[src/rtl/lpw_pkg.sv]
package lpw_pkg;

   typedef struct packed {
      logic port_event;
      logic timeout;
      logic pwr_fail;
      logic loop_det;
      logic resume_en;
   } lpw_irq_t;

   function automatic logic irq_wants_wake(input lpw_irq_t f);
      return f.port_event | (f.resume_en & (f.timeout | f.pwr_fail | f.loop_det));
   endfunction

   function automatic int cnt_width(input int max_val);
      return (max_val < 2) ? 1 : $clog2(max_val + 1);
   endfunction

endpackage

[src/rtl/lpw_sync.sv]
module lpw_sync #(
   parameter int STAGES  = 2,
   parameter bit RST_VAL = 1'b1
) (
   input  logic clk,
   input  logic rst_n,
   input  logic d_i,
   output logic q_o
);

   if (STAGES < 1) begin : g_bad_stages
      $error("lpw_sync: STAGES must be at least 1");
   end

   logic [STAGES-1:0] pipe_q;

   if (STAGES == 1) begin : g_single
      always_ff @(posedge clk or negedge rst_n) begin
         if (!rst_n) pipe_q <= {STAGES{RST_VAL}};
         else        pipe_q <= d_i;
      end
   end else begin : g_chain
      always_ff @(posedge clk or negedge rst_n) begin
         if (!rst_n) pipe_q <= {STAGES{RST_VAL}};
         else        pipe_q <= {pipe_q[STAGES-2:0], d_i};
      end
   end

   assign q_o = pipe_q[STAGES-1];

endmodule

[src/rtl/lpw_dropout.sv]
module lpw_dropout #(
   parameter int SHORT_CYC = 59,
   parameter int LONG_CYC  = 1229,
   parameter int CW        = 11
) (
   input  logic          clk,
   input  logic          rst_n,
   input  logic          live_i,
   output logic [CW-1:0] cnt_o,
   output logic          if_reset_o,
   output logic          if_enable_o
);

   localparam logic [CW-1:0] SHORT_C = CW'(SHORT_CYC);
   localparam logic [CW-1:0] LONG_C  = CW'(LONG_CYC);

   logic [CW-1:0] cnt_q;
   logic          en_q;
   logic          pulse_q;
   logic          at_ceiling;

   assign at_ceiling = (cnt_q == LONG_C);

   always_ff @(posedge clk or negedge rst_n) begin
      if (!rst_n)           cnt_q <= '0;
      else if (live_i)      cnt_q <= '0;
      else if (!at_ceiling) cnt_q <= cnt_q + 1'b1;
   end

   always_ff @(posedge clk or negedge rst_n) begin
      if (!rst_n)          en_q <= 1'b1;
      else if (live_i)     en_q <= 1'b1;
      else if (at_ceiling) en_q <= 1'b0;
   end

   always_ff @(posedge clk or negedge rst_n) begin
      if (!rst_n) pulse_q <= 1'b0;
      else        pulse_q <= live_i & en_q & (cnt_q > SHORT_C);
   end

   assign cnt_o       = cnt_q;
   assign if_reset_o  = pulse_q;
   assign if_enable_o = en_q;

endmodule

[src/rtl/lpw_wake.sv]
module lpw_wake
   import lpw_pkg::*;
#(
   parameter int WAKE_DIV = 8
) (
   input  logic     clk,
   input  logic     rst_n,
   input  logic     live_i,
   input  logic     pkt_i,
   input  logic     bus_rst_i,
   input  lpw_irq_t irq_i,
   output logic     pkt_lat_o,
   output logic     irq_lat_o,
   output logic     wake_o
);

   localparam int HALF = WAKE_DIV / 2;
   localparam int HCW  = cnt_width(HALF - 1);

   logic pkt_q, irq_q, phase_q;

   always_ff @(posedge clk or negedge rst_n) begin
      if (!rst_n)         pkt_q <= 1'b0;
      else if (live_i)    pkt_q <= 1'b0;
      else if (bus_rst_i) pkt_q <= 1'b0;
      else if (pkt_i)     pkt_q <= 1'b1;
   end

   always_ff @(posedge clk or negedge rst_n) begin
      if (!rst_n)                     irq_q <= 1'b0;
      else if (live_i)                irq_q <= 1'b0;
      else if (irq_wants_wake(irq_i)) irq_q <= 1'b1;
   end

   if (HALF == 1) begin : g_div2
      always_ff @(posedge clk or negedge rst_n) begin
         if (!rst_n) phase_q <= 1'b0;
         else        phase_q <= ~phase_q;
      end
   end else begin : g_divn
      localparam logic [HCW-1:0] TOP = HCW'(HALF - 1);
      logic [HCW-1:0] div_q;
      always_ff @(posedge clk or negedge rst_n) begin
         if (!rst_n) begin
            div_q   <= '0;
            phase_q <= 1'b0;
         end else if (div_q == TOP) begin
            div_q   <= '0;
            phase_q <= ~phase_q;
         end else begin
            div_q   <= div_q + 1'b1;
         end
      end
   end

   assign pkt_lat_o = pkt_q;
   assign irq_lat_o = irq_q;
   assign wake_o    = (pkt_q | irq_q) & phase_q;

endmodule

[src/rtl/lps_wake_ctrl.sv]
module lps_wake_ctrl
   import lpw_pkg::*;
#(
   parameter int SHORT_CYC   = 59,
   parameter int LONG_CYC    = 1229,
   parameter int WAKE_DIV    = 8,
   parameter int SYNC_STAGES = 2
) (
   input  logic clk,
   input  logic rst_n,
   input  logic link_pwr_i,
   input  logic linkon_pkt_i,
   input  logic bus_reset_i,
   input  logic port_event_i,
   input  logic timeout_i,
   input  logic pwr_fail_i,
   input  logic loop_i,
   input  logic resume_int_i,
   output logic if_reset_o,
   output logic if_enable_o,
   output logic wake_o
);

   localparam int CNT_W = cnt_width(LONG_CYC);

   if (SHORT_CYC < 1 || LONG_CYC <= SHORT_CYC) begin : g_bad_thresh
      $error("lps_wake_ctrl: need 1 <= SHORT_CYC < LONG_CYC");
   end
   if (WAKE_DIV < 2 || (WAKE_DIV % 2) != 0) begin : g_bad_div
      $error("lps_wake_ctrl: WAKE_DIV must be even and >= 2");
   end

   logic             live_s;
   logic [CNT_W-1:0] drop_cnt;
   logic             pkt_lat, irq_lat;
   lpw_irq_t         irq_flags;

   assign irq_flags = '{port_event: port_event_i, timeout: timeout_i,
                        pwr_fail: pwr_fail_i, loop_det: loop_i,
                        resume_en: resume_int_i};

   lpw_sync #(.STAGES(SYNC_STAGES), .RST_VAL(1'b1)) u_sync (
      .clk   (clk),
      .rst_n (rst_n),
      .d_i   (link_pwr_i),
      .q_o   (live_s)
   );

   lpw_dropout #(.SHORT_CYC(SHORT_CYC), .LONG_CYC(LONG_CYC), .CW(CNT_W)) u_drop (
      .clk         (clk),
      .rst_n       (rst_n),
      .live_i      (live_s),
      .cnt_o       (drop_cnt),
      .if_reset_o  (if_reset_o),
      .if_enable_o (if_enable_o)
   );

   lpw_wake #(.WAKE_DIV(WAKE_DIV)) u_wake (
      .clk       (clk),
      .rst_n     (rst_n),
      .live_i    (live_s),
      .pkt_i     (linkon_pkt_i),
      .bus_rst_i (bus_reset_i),
      .irq_i     (irq_flags),
      .pkt_lat_o (pkt_lat),
      .irq_lat_o (irq_lat),
      .wake_o    (wake_o)
   );

endmodule

[config.mk]
export PLATFORM = sky130hd
export DESIGN_NAME = lps_wake_ctrl
export DESIGN_NICKNAME = d
export VERILOG_FILES = /design/src/rtl/lpw_pkg.sv /design/src/rtl/lpw_sync.sv /design/src/rtl/lpw_dropout.sv /design/src/rtl/lpw_wake.sv /design/src/rtl/lps_wake_ctrl.sv
export SDC_FILE = /design/constraint.sdc
export NUM_CORES = 1
export LEC_CHECK = 0
export ABC_AREA = 1
export CORE_ASPECT_RATIO = 0.75
export CORE_MARGIN = 3
export CORE_UTILIZATION = 48
export CTS_CLUSTER_DIAMETER = 50
export DETAILED_ROUTE_END_ITERATION = 7
export PLACE_DENSITY = 0.71
export SKIP_LAST_GASP = 1
export SYNTH_ARGS = -nofsm -noshare
export SYNTH_HDL_FRONTEND = slang
export SYNTH_HIERARCHICAL = 1
export SYNTH_SLANG_ARGS = --single-unit
[constraint.sdc]
create_clock -name clk -period 1.22 [get_ports clk]
set_input_delay 0.183 -clock clk [delete_from_list [all_inputs] [get_ports clk]]
set_output_delay 0.183 -clock clk [all_outputs]
set_load 0.02 [all_outputs]
## Word level (Yosys, flattened, before mapping)

Cells that the tools add are included.

| word-level totals | value |
|---|---|
| register bits | 20 |
| input port bits | 10 |
| output and inout port bits | 3 |
| logic and storage cells | 36 |
| memories kept | 0 |
| bits in writable memories | 0 |
| bits in latches | 0 |
| ROM bits | 0 |

| operators by class | value |
|---|---|
| multiplexer cells | 10 |
| divide/modulo/power cells | 0 |
| reductions and logical operators | 3 |
| bitwise operators | 9 |
| $lt $le $gt $ge | 1 |
| multipliers | 0 |
| eq/ne operators | 3 |
| shift-type cells | 0 |
| $add $sub $neg | 2 |

Operators with widths:

| operator | count |
|---|---|
| 11-bit two-way mux | 2 |
| 11-bit by 1-bit adder with 11-bit output (second input constant) | 1 |
| 11-bit == test (second input constant) | 1 |
| 11-bit by 6-bit > comparator with 1-bit output (second input constant) | 1 |
| 1-bit two-way mux | 7 |
| 1-bit bitwise AND | 4 |
| 1-bit OR | 4 |
| 2-bit nonzero test | 2 |
| 3-bit nonzero test | 1 |
| 2-bit by 1-bit adder with 2-bit output (second input constant) | 1 |
| 2-bit == test (second input constant) | 1 |
| 2-bit two-way mux | 1 |
| 2-bit != test (second input constant) | 1 |
| 1-bit inverter | 1 |

## Logic depth before layout (Yosys ltp)

| depth | value |
|---|---|
| depth after elaboration | 6 |
| gate-level depth with buffers | 7 |
| mapped depth without buffers | 7 |

## By module

The synthesis kept the hierarchy.

By module, submodules not included:

| module | times used | seq. area each (um2) | area each (um2) | cells an instance |
|---|---|---|---|---|
| lpw_dropout | 1 | 326.6 | 783.3 | 108 |
| lpw_wake | 1 | 125.1 | 193.9 | 17 |
| lpw_sync | 1 | 52.6 | 52.6 | 2 |

## Least setup slack after synthesis

No wires, ideal clock.

| timing path | value |
|---|---|
| path type | flip-flop to flip-flop |
| from | reg u_drop.cnt_q[0] (netlist: u_drop/cnt_o[0]) |
| to | reg u_drop.cnt_q[6] (netlist: u_drop/cnt_o[6]) |
| arrival | 1,069 ps |
| library setup time | 121 ps |
| buffers on the path | 0 |
| stages on the path, launching flop included | 6 |
| required time | 1,099 ps |
| setup slack | 30 ps |
| clock period less this slack | 1,190 ps |
| cells stage by stage | dfrtp_1 > ha_1 > nand3_2 > nor2_4 > xor2_1 > nor2_1 |

| between the ends | value |
|---|---|
| word-level cells in the longest chain between the ends | 3 |
| elaborated cells on any way between the ends | 5 |
| those cells by class | 1 x add/sub; 2 x eq/ne; 2 x mux |

RTL lines:

| element | RTL line | text |
|---|---|---|
| start, declared | lpw_dropout.sv:17 | `logic [CW-1:0] cnt_q;` |
| start signal, assigned | lpw_dropout.sv:27 | `else if (!at_ceiling) cnt_q <= cnt_q + 1'b1;` |
| 11-bit by 1-bit adder with 11-bit output | lpw_dropout.sv:27 |  |
| 11-bit two-way mux | lpw_dropout.sv:27 |  |
| 11-bit two-way mux | lpw_dropout.sv:26 | `else if (live_i) cnt_q <= '0;` |

Several ways; a longest one is shown, not always the timed one. The select of a mux whose other input is x is not followed.
A chain may end at the register's enable or synchronous reset.

## Final worst setup path

| timing path | value |
|---|---|
| from | reg u_drop.cnt_q[1] (netlist: u_drop/cnt_o[1]) |
| to | reg u_drop.cnt_q[0] (netlist: u_drop/cnt_o[0]) |

| between the ends | value |
|---|---|
| word-level cells in the longest chain between the ends | 2 |

RTL lines:

| element | RTL line | text |
|---|---|---|
| 11-bit == test | lpw_dropout.sv:22 | `assign at_ceiling = (cnt_q == LONG_C);` |
| 2-bit != test (no source line) | -- |  |

No other way between the ends.

==> run metrics <==
Die ar. 2740 µm²; vias per cell 5.21; top cell type's share of synthesized area 41.3%; failing checks negative setup slack; worst-case reg-to-reg path depth 7; worst skew pair latency 0.30 ns; unrepaired setup endpoints after global routing yes; Die Wd 59.5 µm; Worst Path Required 1.46 ns; area share of and/or/nand/nor cells after synthesis 33.4%; CTS tree yes; CP Max Fanout 2; Post-DP Area 1240 µm²; Max IR drop VDD 0.728 mV; Slew headroom 75.5%; synthesis-stage register bit count 20; Worst-Margin Slew 0.368 ns; pre-CTS setup slack -0.0673 ns; Clock Tree Root clkbuf_4; first-pass GRT wire length 3650 µm; Adder-Cell Fraction of Synth Area 3.65%; Core Footprint 1870 µm²; Setup crit end kind register; CP Launch Type register; I/O Pins 13; placed cell count 169; HPWL Detailed 1520 µm; IO buf count 12; design area 1340 µm²; count leader, synth nand2_1; Vias 907; Net Sw Power 0.275 mW; final period utilization 103%; status complete, but fails checks; power per cell area 902 nW/µm²; Routed wire per std cell 12.5 µm; fillers 128; Layout area overhead 29.8%; Sw Share 22.8%; Post-synth EDFFs 0; Netlist cell types 21; worst r2r dst u_drop/cnt_o[0]; mux share of post-synthesis cell area 0%; synthesis warning total 6; multi-input logic area 502 µm²; setup TNS -0.138 ns; clk sinks 20; Worst Path Arrival 1.49 ns; final net count 166; Int Pwr 0.931 mW; share of power burned in the clock network 31.2%; # DRC 0; DIE HEIGHT 46.1 µm; H-Tree Level Count 1; predominant post-synthesis flop cell dfrtp_1; share of flip-flops with an asynchronous set or reset 100%; Crit Reg-Reg Startpoint u_drop/cnt_o[1]; Post-Synth XOR/XNOR Area 2.55%; Hold WC Path Type in2async; Post-Syn Area 1030 µm²; antenna diode count 0; Reg power frac 57.8%; sequential cell area fraction in the yosys report 49.0%; ranking of synthesized cells by area dfrtp_1 (41%), nand2_1 (11%), dfstp_2 (7.7%); 1st-iter DRT viols 73; largest net degree at the start of global routing 21; synth cell count leaders nand2_1 (31), nor2_1 (20), dfrtp_1 (17), inv_1 (17), nand3_1 (11); Leak Pwr 0.642 nW; Fmax 799 MHz; initial antenna violation count 0; gr usage total 18.2%; critical path class reg2reg; Compound-Gate Fraction of Synth Area 4.01%; Total Power 1.21 mW; cts hold-fix bufs 0; vias in the first global route 806; setup ws final -0.0309 ns; routability cong. 0.907; total gr overflow 0; register area 505 µm²; total wire length 2180 µm; post-route core utilization 71.4%; clk buf depth 2; clk_skew 0.00288 ns; fin cells 174; Avg Cell Area, Syn 8.11 µm²; Reg clk slew, reported paths 0.11 ns; 1st-pass router iterations 5; CTS Buf Count 3; Worst R2R Setup Slack -0.03 ns; WHS 0.204 ns; final hold vios 0; std cell rows 13; Critical Path Source u_drop/cnt_o[1]; Comb pwr share 11.0%; Post-Syn Nets 140; Setup Viol. Count Final 6; Max Cap Viol 0; Gate Count Post-Synth 127; Max Slew Vio Count 0; Yosys top cell by area dfrtp_1; Initial Utilization 55.1%; min cycle time layout 1.25 ns; Detail Route Antenna Nets 0; share of cells above drive strength 1 25.0%; largest family of logic cells by synthesized area simple AND/OR/NAND/NOR gates
-- power groups by stage --
stage	clock network [mW]	logic, mW	registers [mW]
after floorplan	0	0.0457	0.705
after global placement	0	0.109	0.706
after detailed placement	0	0.112	0.707
after CTS	0.402	0.116	0.698
after global routing	0.442	0.147	0.700
final	0.376	0.132	0.697
-- registers in the layout, indices dropped and copies added (netlist names) --
name,count
u_wake/phase_q,1
u_wake/irq_lat_o,1
u_wake/pkt_lat_o,1
u_drop/cnt_o,11
u_sync/pipe_q,2
u_drop/if_reset_o,1
u_wake/g_divn.div_q,2
u_drop/if_enable_o,1
-- area by class of cell --
class                   instances  area share, %
multi-input cells              88           37.5
well taps                      22           2.06
inverters                      17           4.78
flip-flops and latches         20           37.8
clock buffers                   4           2.72
repair buffers                 23           15.1
-- placed cells by master, fill, tap and decap left out --
master            n
a21oi_1           3
a21oi_2           1
buf_4            12
buf_6             1
clkbuf_4          3
clkbuf_8          1
clkdlybuf4s15_1   1
clkdlybuf4s50_1   9
dfrtp_1          16
dfrtp_2           1
dfstp_2           3
ha_1              1
ha_4              2
inv_1            17
nand2_1          30
nand2_2           3
nand3_1           8
nand3_2           5
nand4_1           4
nor2_1           18
nor2_2            2
nor2_4            3
nor3_1            1
o21a_1            1
o21ai_1           2
or2_2             1
xor2_1            3
-- cell families (layout without fill, tap and decap cells) --
family	after synthesis	in the layout
xor+xnor	3	3
compound gates	7	7
flops	20	20
buf+inv	19	44
simple gates	75	75
fa+ha+maj	3	3
-- metal layers --
layer	routed length [µm]	GRT usage, %	vias up
met4	0	4.52	0
met5	0	0	-
met3	182	5.32	0
met1	1020	26.3	424
met2	974	26.6	40
li1	-	-	443
-- how the worst max path moves through the flow --
stage	endpoint	slack (ns)	depth (start not counted)
3_3_place_gp	if_enable_o	-0.06	1
3_5_place_dp	if_enable_o	-0.07	1
4_1_cts	if_enable_o	-0.15	1
5_1_grt	u_drop/cnt_o[4]	-0.11	7
6_report	u_drop/cnt_o[0]	-0.03	7
2_1_floorplan	u_drop/cnt_o[6]	0.03	5
-- critical path: stages, from the launching register on --
cell     delay (ns)
dfrtp_1        0.41
inv_1          0.10
ha_4           0.15
nand3_2        0.10
nor2_4         0.15
buf_4          0.12
nand4_1        0.07
nand2_1        0.08
-- timing repair --
action	4_1_cts	5_1_grt
buffers inserted	0	1
resized for setup	14	13
endpoints found under the setup margin	10	16
pin swaps	4	5
Note: power is estimated with default switching activity, not from simulation.
